$ cat config.mk
export PLATFORM = sky130hd
export DESIGN_NAME = irq_vec_ctrl
export DESIGN_NICKNAME = d
export VERILOG_FILES = /design/src/rtl/irq_pkg.sv /design/src/rtl/irq_edge_unit.sv /design/src/rtl/irq_prio_pick.sv /design/src/rtl/irq_vec_ctrl.sv
export SDC_FILE = /design/constraint.sdc
export NUM_CORES = 1
export LEC_CHECK = 0
export ABC_AREA = 0
export BUFFER_PORTS_ARGS = -buffer_cell sky130_fd_sc_hd__buf_2
export CAP_MARGIN = 5
export CORE_MARGIN = 2
export CORE_UTILIZATION = 61
export CTS_BUF_LIST = sky130_fd_sc_hd__clkbuf_8
export DETAILED_ROUTE_END_ITERATION = 10
export HOLD_SLACK_MARGIN = 0.1
export PLACE_DENSITY = 0.94
export SYNTH_ARGS = -nofsm -noshare
export SYNTH_HDL_FRONTEND = slang
export SYNTH_SLANG_ARGS = --single-unit
$ cat constraint.sdc
create_clock -name clk -period 5.7 [get_ports clk]
set_clock_uncertainty 0.1 [all_clocks]
set_input_delay 1.14 -clock clk [delete_from_list [all_inputs] [get_ports clk]]
set_output_delay 1.14 -clock clk [all_outputs]
set_load 0.005 [all_outputs]
$ cat src/rtl/irq_pkg.sv
package irq_pkg;
    localparam int NSRC = 6;
    localparam int DW   = 8;
    localparam int PW   = 3;
    localparam int IW   = $clog2(NSRC);

    localparam logic [1:0] ADDR_REQ  = 2'd0;
    localparam logic [1:0] ADDR_MASK = 2'd1;
    localparam logic [1:0] ADDR_PRIO = 2'd2;

    typedef enum logic [1:0] {
        EDGE_FALL = 2'b00,
        EDGE_RISE = 2'b01,
        EDGE_BOTH = 2'b10,
        EDGE_RSVD = 2'b11
    } edge_mode_e;

    typedef struct packed {
        logic [DW-1:0] req;
        logic [DW-1:0] mask;
        logic [PW-1:0] prio;
        logic [DW-1:0] vec;
        logic          valid;
    } ctrl_state_t;
endpackage

$ cat src/rtl/irq_edge_unit.sv
module irq_edge_unit
    import irq_pkg::*;
#(
    parameter bit CONFIGURABLE = 1'b0
) (
    input  logic       clk,
    input  logic       rst_n,
    input  logic       pin_i,
    input  edge_mode_e mode_i,
    output logic       pulse_o
);
    typedef struct packed {
        logic s1;
        logic s2;
        logic prev;
    } sync_t;

    sync_t st_d, st_q;
    logic  rise, fall;

    always_comb begin
        st_d.s1   = pin_i;
        st_d.s2   = st_q.s1;
        st_d.prev = st_q.s2;
    end

    always_ff @(posedge clk or negedge rst_n) begin
        if (!rst_n) st_q <= '0;
        else        st_q <= st_d;
    end

    assign rise = st_q.s2 & ~st_q.prev;
    assign fall = ~st_q.s2 & st_q.prev;

    generate
        if (CONFIGURABLE) begin : g_cfg
            always_comb begin
                unique case (mode_i)
                    EDGE_RISE: pulse_o = rise;
                    EDGE_BOTH: pulse_o = rise | fall;
                    default:   pulse_o = fall;
                endcase
            end
        end else begin : g_fall
            assign pulse_o = fall;
            AST_FIXED_NO_RISE: assert property (@(posedge clk) disable iff (!rst_n)
                $rose(st_q.s2) |-> !pulse_o) else $error("rising edge fired");
        end
    endgenerate
endmodule

$ cat src/rtl/irq_prio_pick.sv
module irq_prio_pick
    import irq_pkg::*;
(
    input  logic            clk,
    input  logic            rst_n,
    input  logic [NSRC-1:0] pend_i,
    input  logic [PW-1:0]   top_i,
    output logic [IW-1:0]   win_o,
    output logic            any_o
);
    int unsigned top_m;

    always_comb begin
        top_m = (int'(top_i) >= NSRC) ? int'(top_i) - NSRC : int'(top_i);
        win_o = '0;
        any_o = 1'b0;
        for (int k = 0; k < NSRC; k++) begin
            int unsigned idx;
            idx = top_m + k;
            if (idx >= NSRC) idx = idx - NSRC;
            if (!any_o && pend_i[idx]) begin
                any_o = 1'b1;
                win_o = IW'(idx);
            end
        end
    end

    AST_WIN_IS_PENDING: assert property (@(posedge clk) disable iff (!rst_n)
        any_o |-> pend_i[win_o]) else $error("winner not pending");
    AST_TOP_WINS: assert property (@(posedge clk) disable iff (!rst_n)
        (pend_i[top_m] && top_m < NSRC) |-> (int'(win_o) == int'(top_m))) else $error("top lost");
endmodule

$ cat src/rtl/irq_vec_ctrl.sv
module irq_vec_ctrl
    import irq_pkg::*;
(
    input  logic          clk,
    input  logic          rst_n,
    input  logic [3:0]    pin_i,
    input  logic          uart_evt_i,
    input  logic          tmr0_evt_i,
    input  logic          tmr1_evt_i,
    input  logic [1:0]    reg_addr_i,
    input  logic          reg_wr_i,
    input  logic [DW-1:0] reg_wdata_i,
    output logic [DW-1:0] reg_rdata_o,
    input  logic          ack_i,
    output logic          irq_o,
    output logic [DW-1:0] vec_addr_o,
    output logic          vec_valid_o
);
    localparam int NPIN = 4;
    localparam int GIE  = DW - 1;

    ctrl_state_t     st_d, st_q;
    logic [NPIN-1:0] pin_pulse;
    logic [NSRC-1:0] evt, pend;
    logic [IW-1:0]   win;
    logic            any;
    logic            grant;
    edge_mode_e      mode;

    assign mode = edge_mode_e'(st_q.req[DW-1:DW-2]);

    for (genvar i = 0; i < NPIN; i++) begin : g_pin
        irq_edge_unit #(.CONFIGURABLE(i == 0 || i == 2)) u_edge (
            .clk     (clk),
            .rst_n   (rst_n),
            .pin_i   (pin_i[i]),
            .mode_i  (mode),
            .pulse_o (pin_pulse[i])
        );
    end

    assign evt = {tmr1_evt_i, tmr0_evt_i, pin_pulse[3] | uart_evt_i, pin_pulse[2:0]};
    assign pend = st_q.req[NSRC-1:0] & st_q.mask[NSRC-1:0];

    irq_prio_pick u_pick (
        .clk    (clk),
        .rst_n  (rst_n),
        .pend_i (pend),
        .top_i  (st_q.prio),
        .win_o  (win),
        .any_o  (any)
    );

    assign irq_o = st_q.mask[GIE] & any;
    assign grant = ack_i & irq_o;

    always_comb begin
        st_d       = st_q;
        st_d.valid = 1'b0;
        if (reg_wr_i) begin
            unique case (reg_addr_i)
                ADDR_REQ:  st_d.req  = reg_wdata_i;
                ADDR_MASK: st_d.mask = {reg_wdata_i[GIE], 1'b0, reg_wdata_i[NSRC-1:0]};
                ADDR_PRIO: st_d.prio = reg_wdata_i[PW-1:0];
                default: ;
            endcase
        end
        if (grant) begin
            st_d.req[win]   = 1'b0;
            st_d.mask[GIE]  = 1'b0;
            st_d.vec        = DW'({win, 1'b0});
            st_d.valid      = 1'b1;
        end
        st_d.req[NSRC-1:0] = st_d.req[NSRC-1:0] | evt;
    end

    always_ff @(posedge clk or negedge rst_n) begin
        if (!rst_n) st_q <= '0;
        else        st_q <= st_d;
    end

    always_comb begin
        unique case (reg_addr_i)
            ADDR_REQ:  reg_rdata_o = st_q.req;
            ADDR_MASK: reg_rdata_o = st_q.mask;
            ADDR_PRIO: reg_rdata_o = DW'(st_q.prio);
            default:   reg_rdata_o = '0;
        endcase
    end

    assign vec_addr_o  = st_q.vec;
    assign vec_valid_o = st_q.valid;

    AST_GRANT_DROPS_GIE: assert property (@(posedge clk) disable iff (!rst_n)
        grant |=> !st_q.mask[GIE] && !irq_o) else $error("enable kept");
    AST_VEC_IN_TABLE: assert property (@(posedge clk) disable iff (!rst_n)
        vec_valid_o |-> (!vec_addr_o[0] && vec_addr_o <= DW'(2*(NSRC-1)))) else $error("bad vector");
    AST_IDLE_ACK_IGNORED: assert property (@(posedge clk) disable iff (!rst_n)
        (ack_i && !irq_o) |=> !vec_valid_o && $stable(vec_addr_o)) else $error("idle ack acted");
    AST_EVT_LATCHED: assert property (@(posedge clk) disable iff (!rst_n)
        tmr1_evt_i |=> st_q.req[NSRC-1]) else $error("timer event lost");
endmodule

== After elaboration in Yosys (flattened, before gate mapping) ==
Cells that the tools add are included.
Word-level totals
  bits in registers: 34
Cells by class
  bitwise gates (word level): 21
  mux-type cells: 42
  $add $sub $neg: 12
  reduce and logical (&&, ||, !) cells: 17
  $lt $le $gt $ge: 15
  eq/ne operators: 4
Operators by type and width (count)
  2-to-1 mux 32 bit: 7
  >= comparator 32 x 3 -> 1 bit (second input constant): 6
  less-than comparator 32 x 4 -> 1 bit (second input constant): 6
  subtractor 32 x 3 -> 32 bit (second input constant): 6
  adder 32 x 2 -> 32 bit (second input constant): 2
  adder 32 x 3 -> 32 bit (second input constant): 2
  adder 32 x 1 -> 32 bit (second input constant): 1
  one-hot mux 8 bit (3 select lines): 1
  2-to-1 mux 3 bit: 7
  2-to-1 mux 19 bit: 1
  binary-select mux 1 bit (select 3 bit): 6
  2-to-1 mux 8 bit: 2
  2-to-1 mux 1 bit: 14
  2-to-1 mux 9 bit: 1
  bitwise AND 1 bit: 8
  bitwise AND 8 bit: 1
  inverter 8 bit: 1
  bitwise AND 6 bit: 1
  logical AND 1 bit: 6
  inverter 1 bit: 6
  OR 6 bit: 1
  AND reduction 2 bit: 3
  zero test 1 bit: 5
  equality test 2 x 1 -> 1 bit (second input constant): 2
  other kinds (10): 15

== Logic depth before layout (Yosys ltp) ==
  depth after elaboration: 30
  mapped depth: 21

== By module ==
A second synthesis with hierarchy kept.
Unflattened totals
  cells, all modules: 352
  area, all modules: 3255.6 um^2
By module, submodules not included
  irq_prio_pick: area each 1540.2 um^2, cells each 199, times used 1
  irq_vec_ctrl: area each 1204.9 um^2, cells each 113, times used 1
  irq_edge_unit (g_pin[0].u_edge ...): area each 166.4 um^2, cells each 16, times used 2
  irq_edge_unit (g_pin[1].u_edge ...): area each 88.8 um^2, cells each 4, times used 2

== Worst setup path after synthesis ==
Ideal clock, no wire load.
  kind: reg2out
  start: register st_q[10] (netlist name)
  end: output irq_o
  setup slack: 444 ps
  stages on the path, launching flop included: 18
  path buffers: 2
  required time: 4460 ps
  arrival time: 4016 ps
  path through: dfrtp_1 inv_1 ha_1 and2_1 clkbuf_1 or2_1 clkbuf_1 inv_1 ha_1 nand2_1 ha_1 or4b_1 or4_1 and4_1 o21a_2 nor3_4 nor3b_4 a31oi_1
On the way
  longest elaborated chain between the ends: 23
  elaborated cells on any way between the ends: 55
  classes of those cells: add/sub: 12; order compare: 7; mux: 25; bitwise: 1; reduce/logical: 10
RTL lines
  start: declaration: RTL line irq_vec_ctrl.sv:22  | ctrl_state_t st_d, st_q;
  start signal: assignment: RTL line irq_vec_ctrl.sv:79  | else st_q <= st_d;
  subtractor 3 x 3 -> 4 bit or >= comparator 3 bit (tied branches): RTL line irq_prio_pick.sv:14  | top_m = (int'(top_i) >= NSRC) ? int'(top_i) - NSRC : int'(top_i);
  2-to-1 mux 32 bit (*): RTL line irq_prio_pick.sv:14
  branches (longest 19 deep; another with adder 32 x 1 -> 32 bit)
  2-to-1 mux 1 bit (*): RTL line irq_prio_pick.sv:21  | if (!any_o && pend_i[idx]) begin
  bitwise AND 1 bit (*): RTL line irq_vec_ctrl.sv:54  | assign irq_o = st_q.mask[GIE] & any;
  end: declaration: RTL line irq_vec_ctrl.sv:15  | output logic irq_o,
Every way passes the cells marked *. The select of a mux whose other input is x is not followed.

== Worst setup path in the final report ==
  start: register st_q[11] (netlist name)
  end: output irq_o
The elaborated chain is that of the path after synthesis.

==> flow_summary.yaml <==
clock_tree:
  clkLatencyLatePin_ns: 0.30
  root_buffer: "clkbuf_8"
  cts_tree: "yes"
  post_cts_buffers: 0
  clock-sinks: 34
  cts-buffers-inserted: 5
  cts_max_level: 2
  clk_pin_slew_worst_paths_ns: 0.07
  clockBufferDepth: 2
timing:
  setup_viol: 0
  layout_worst_path_cycle_share: 0.9475
  drv_slew: 0
  rsz0062_at_grt: "false"
  hold_viol_final: 0
  period_minus_slack_ns: 5.401
  setup_tns_ns: 0
  worst_slew_pin_slew_ns: 0.8615
  max_freq_ghz: 0.1852
  slew_headroom: 0.4244
run_status:
  status: "finished, final reports clean"
place:
  dp_hpwl_mm: 5.794
  placed_cells: 464
  placed_area_um2: 3508
  place_congestion: 0.9868
  io_buffer_count: 33
route:
  wl_per_cell_um: 15.93
  drt_first_pass_iters: 5
  vias: 2875
  drc: 0
  drt_iter0_markers: 292
  routed_wl_mm: 7.519
  drt-vias-per-instance: 6.091
  antenna_left: 0
power_and_ir_drop:
  swShare: 0.4565
  intPower_mw: 0.8364
  seqPwrFrac: 0.219
  powerDensity_nw_per_um2: 419.5
  cellLeakagePower_nw: 1.739
  ir_drop_uv: 265.8
  power_frac_comb: 0.604
  switchingPower_mw: 0.7024
  clockPowerShare: 0.177
synth:
  synthArstFlopShare: 1.000
  synth.distinct_cells: 70
  syn_area_per_cell_um2: 9.360
  synthCells: 343
  synth_edf_count: 0
  synth_top_area_cell: "dfrtp_1"
  ys_warn_count: 0
  synth.most_common_cell: "ha_1"
  synthTopCellsByArea: "dfrtp_1 27%, ha_1 18%, mux2i_1 5.0%, mux2_2 3.9%, inv_1 3.2%"
  netlist.area_leader.share: 0.2650
  ys_seq_elements: 34
  synth_area_um2: 3211
  synth.top_cells.by_count: "46 x ha_1, 34 x dfrtp_1, 27 x inv_1, 24 x nand2_1"
  synth_ff_type: "dfrtp_1"
  ys_seq_area_frac: 0.2650
critical_path:
  crit_family: "simple AND/OR/NAND/NOR gates"
  crit_buf_inv: 2
  cpMostUsedCell: "ha_1"
  r2r-end: "st_q[20]"
  cp-start-kind: "flip-flop"
  cp-startpoint: "st_q[11]"
  critical_path.cell_chain: "ha_2, and2_2, or2_4, inv_1, ha_1, nand2_1, ha_1, or4b_1, or4_1, and4_1, o21a_2, nor3_4, nor3b_4, a31oi_1, buf_2"
  cp-end-kind: "primary output"
  crit-reg2reg-launch: "st_q[11]"
  crit_path_end: "irq_o"
  critPathSlowestCell: "dfrtp_1"
  worstPathMaxFanout: 9
  max_stage_delay_ns: 0.46
  rr_worst_depth: 18
  cp.required_ns: 4.46
  cp.arrival_ns: 4.16
  reg2reg_slack_ns: 0.75
  cp_num_cells: 15
  worst-setup-path-type: "reg2out"
die:
  die_y_um: 76.55
  core_um2: 5107
  die_w_um: 76.55
  fp-row-count: 26
  dieArea_um2: 5860
  io_pins: 39
  start_util: 0.6286
min_path:
  hp-class: "reg2reg"
final_layout:
  fin_cells: 472
  area_delta_synth_final_pct: 14.26
  nNetsFinal: 468
  drive_gt1_frac: 0.1940
  n_antenna_cell: 0
  post-route-util: 0.7183
  final_area_um2: 3669
global_routing:
  grt_pass1_wl_mm: 12.85
  grt_usage: 0.2704
  grt_pass1_vias: 2825
  grt_max_degree: 35
  overflow: 0
  antenna_found_initial: 0
job:
  drv_cap: 0
==> routing by layer <==
metal	routed length, µm	GRT usage	vias to the layer above
li1	-	-	1328
met5	0	0	-
met1	3026	0.3303	1364
met2	3716	0.4717	145
met4	257	0.1109	0
met3	518	0.04621	38
==> final cells by class <==
type	count	area (µm²)
clock buffers	5	68.82
flip-flops and latches	34	852.1
well taps	70	87.58
fillers	345	1439
multi-input cells	297	2306
inverters	28	105.1
clock inverters	3	68.82
repair buffers	35	180.2
==> sequential cells by signal, summed over array words and instances (netlist names) <==
signal / count
vec_addr_o: 3
st_q: 16
vec_valid_o: 1
mode: 2
g_pin.u_edge.st_q: 4
g_pin.u_edge.st_d: 8
==> per-stage QoR <==
step,setup WS (ns),hold WS (ns),power (mW)
3_5_place_dp,0.3218,0.2403,1.214
5_1_grt,0.03065,0.2593,1.649
6_report,0.2995,0.2536,1.539
4_1_cts,0.06511,0.2554,1.493
2_1_floorplan,0.4438,0.2312,1.028
3_3_place_gp,0.5115,0.2329,1.172
==> how the worst min path moves through the flow <==
stage / from / depth (start not counted) / slack [ns] / end
after floorplan: g_pin[0].u_edge.st_d[1] / 0 / 0.23 / g_pin[0].u_edge.st_d[0]
after global placement: g_pin[1].u_edge.st_d[1] / 0 / 0.23 / g_pin[1].u_edge.st_d[0]
after detailed placement: g_pin[1].u_edge.st_d[1] / 0 / 0.24 / g_pin[1].u_edge.st_d[0]
after CTS: g_pin[1].u_edge.st_d[1] / 0 / 0.26 / g_pin[1].u_edge.st_d[0]
after global routing: g_pin[1].u_edge.st_d[1] / 0 / 0.26 / g_pin[1].u_edge.st_d[0]
final: g_pin[1].u_edge.st_d[1] / 0 / 0.25 / g_pin[1].u_edge.st_d[0]
==> repair_timing <==
action                                  in CTS  in global routing
endpoints found under the setup margin       1                  1
hold buffers                                 0                  0
pin swaps                                    0                  0
gates resized for setup                      1                  6
==> power groups by stage <==
stage | Clock [mW] | Combinational [mW] | Sequential [mW]
6_report | 0.272 | 0.930 | 0.337
5_1_grt | 0.288 | 1.02 | 0.342
4_1_cts | 0.273 | 0.887 | 0.333
3_5_place_dp | 0 | 0.877 | 0.337
3_3_place_gp | 0 | 0.841 | 0.331
2_1_floorplan | 0 | 0.708 | 0.320
==> logic make-up after synthesis <==
group                    after synthesis  share of synthesized area
AO/OA/AOI/OAI                         82                     0.1937
XOR/XNOR                               3                   0.008185
adder cells (fa/ha/maj)               46                     0.1793
buffers and inverters                 45                    0.06196
flip-flops                            34                     0.2650
multiplexers                          28                    0.09197
other                                  2                   0.002339
AND/OR/NAND/NOR                      103                     0.1976
==> cells in the final DEF, fill, tap and decap left out, drive strengths merged, types with 3 or more instances in the layout <==
cell,netlist,routed
a21oi,16,16
a22oi,3,3
a31oi,3,3
and3,4,4
and4b,3,3
buf,9,35
clkbuf,8,5
conb,2,35
dfrtp,34,34
ha,46,46
inv,28,28
mux2,12,12
mux2i,16,16
nand2,24,24
nand2b,3,3
nand3,10,10
nand3b,5,5
nor2,13,13
nor2b,3,3
nor3,8,8
nor3b,5,5
nor4,3,3
o211ai,4,4
o21a,6,6
o21ai,22,22
o21bai,3,3
or2,3,3
or3,4,4
or4,4,4
xnor2,3,3
(Power assumes the default switching activity.)
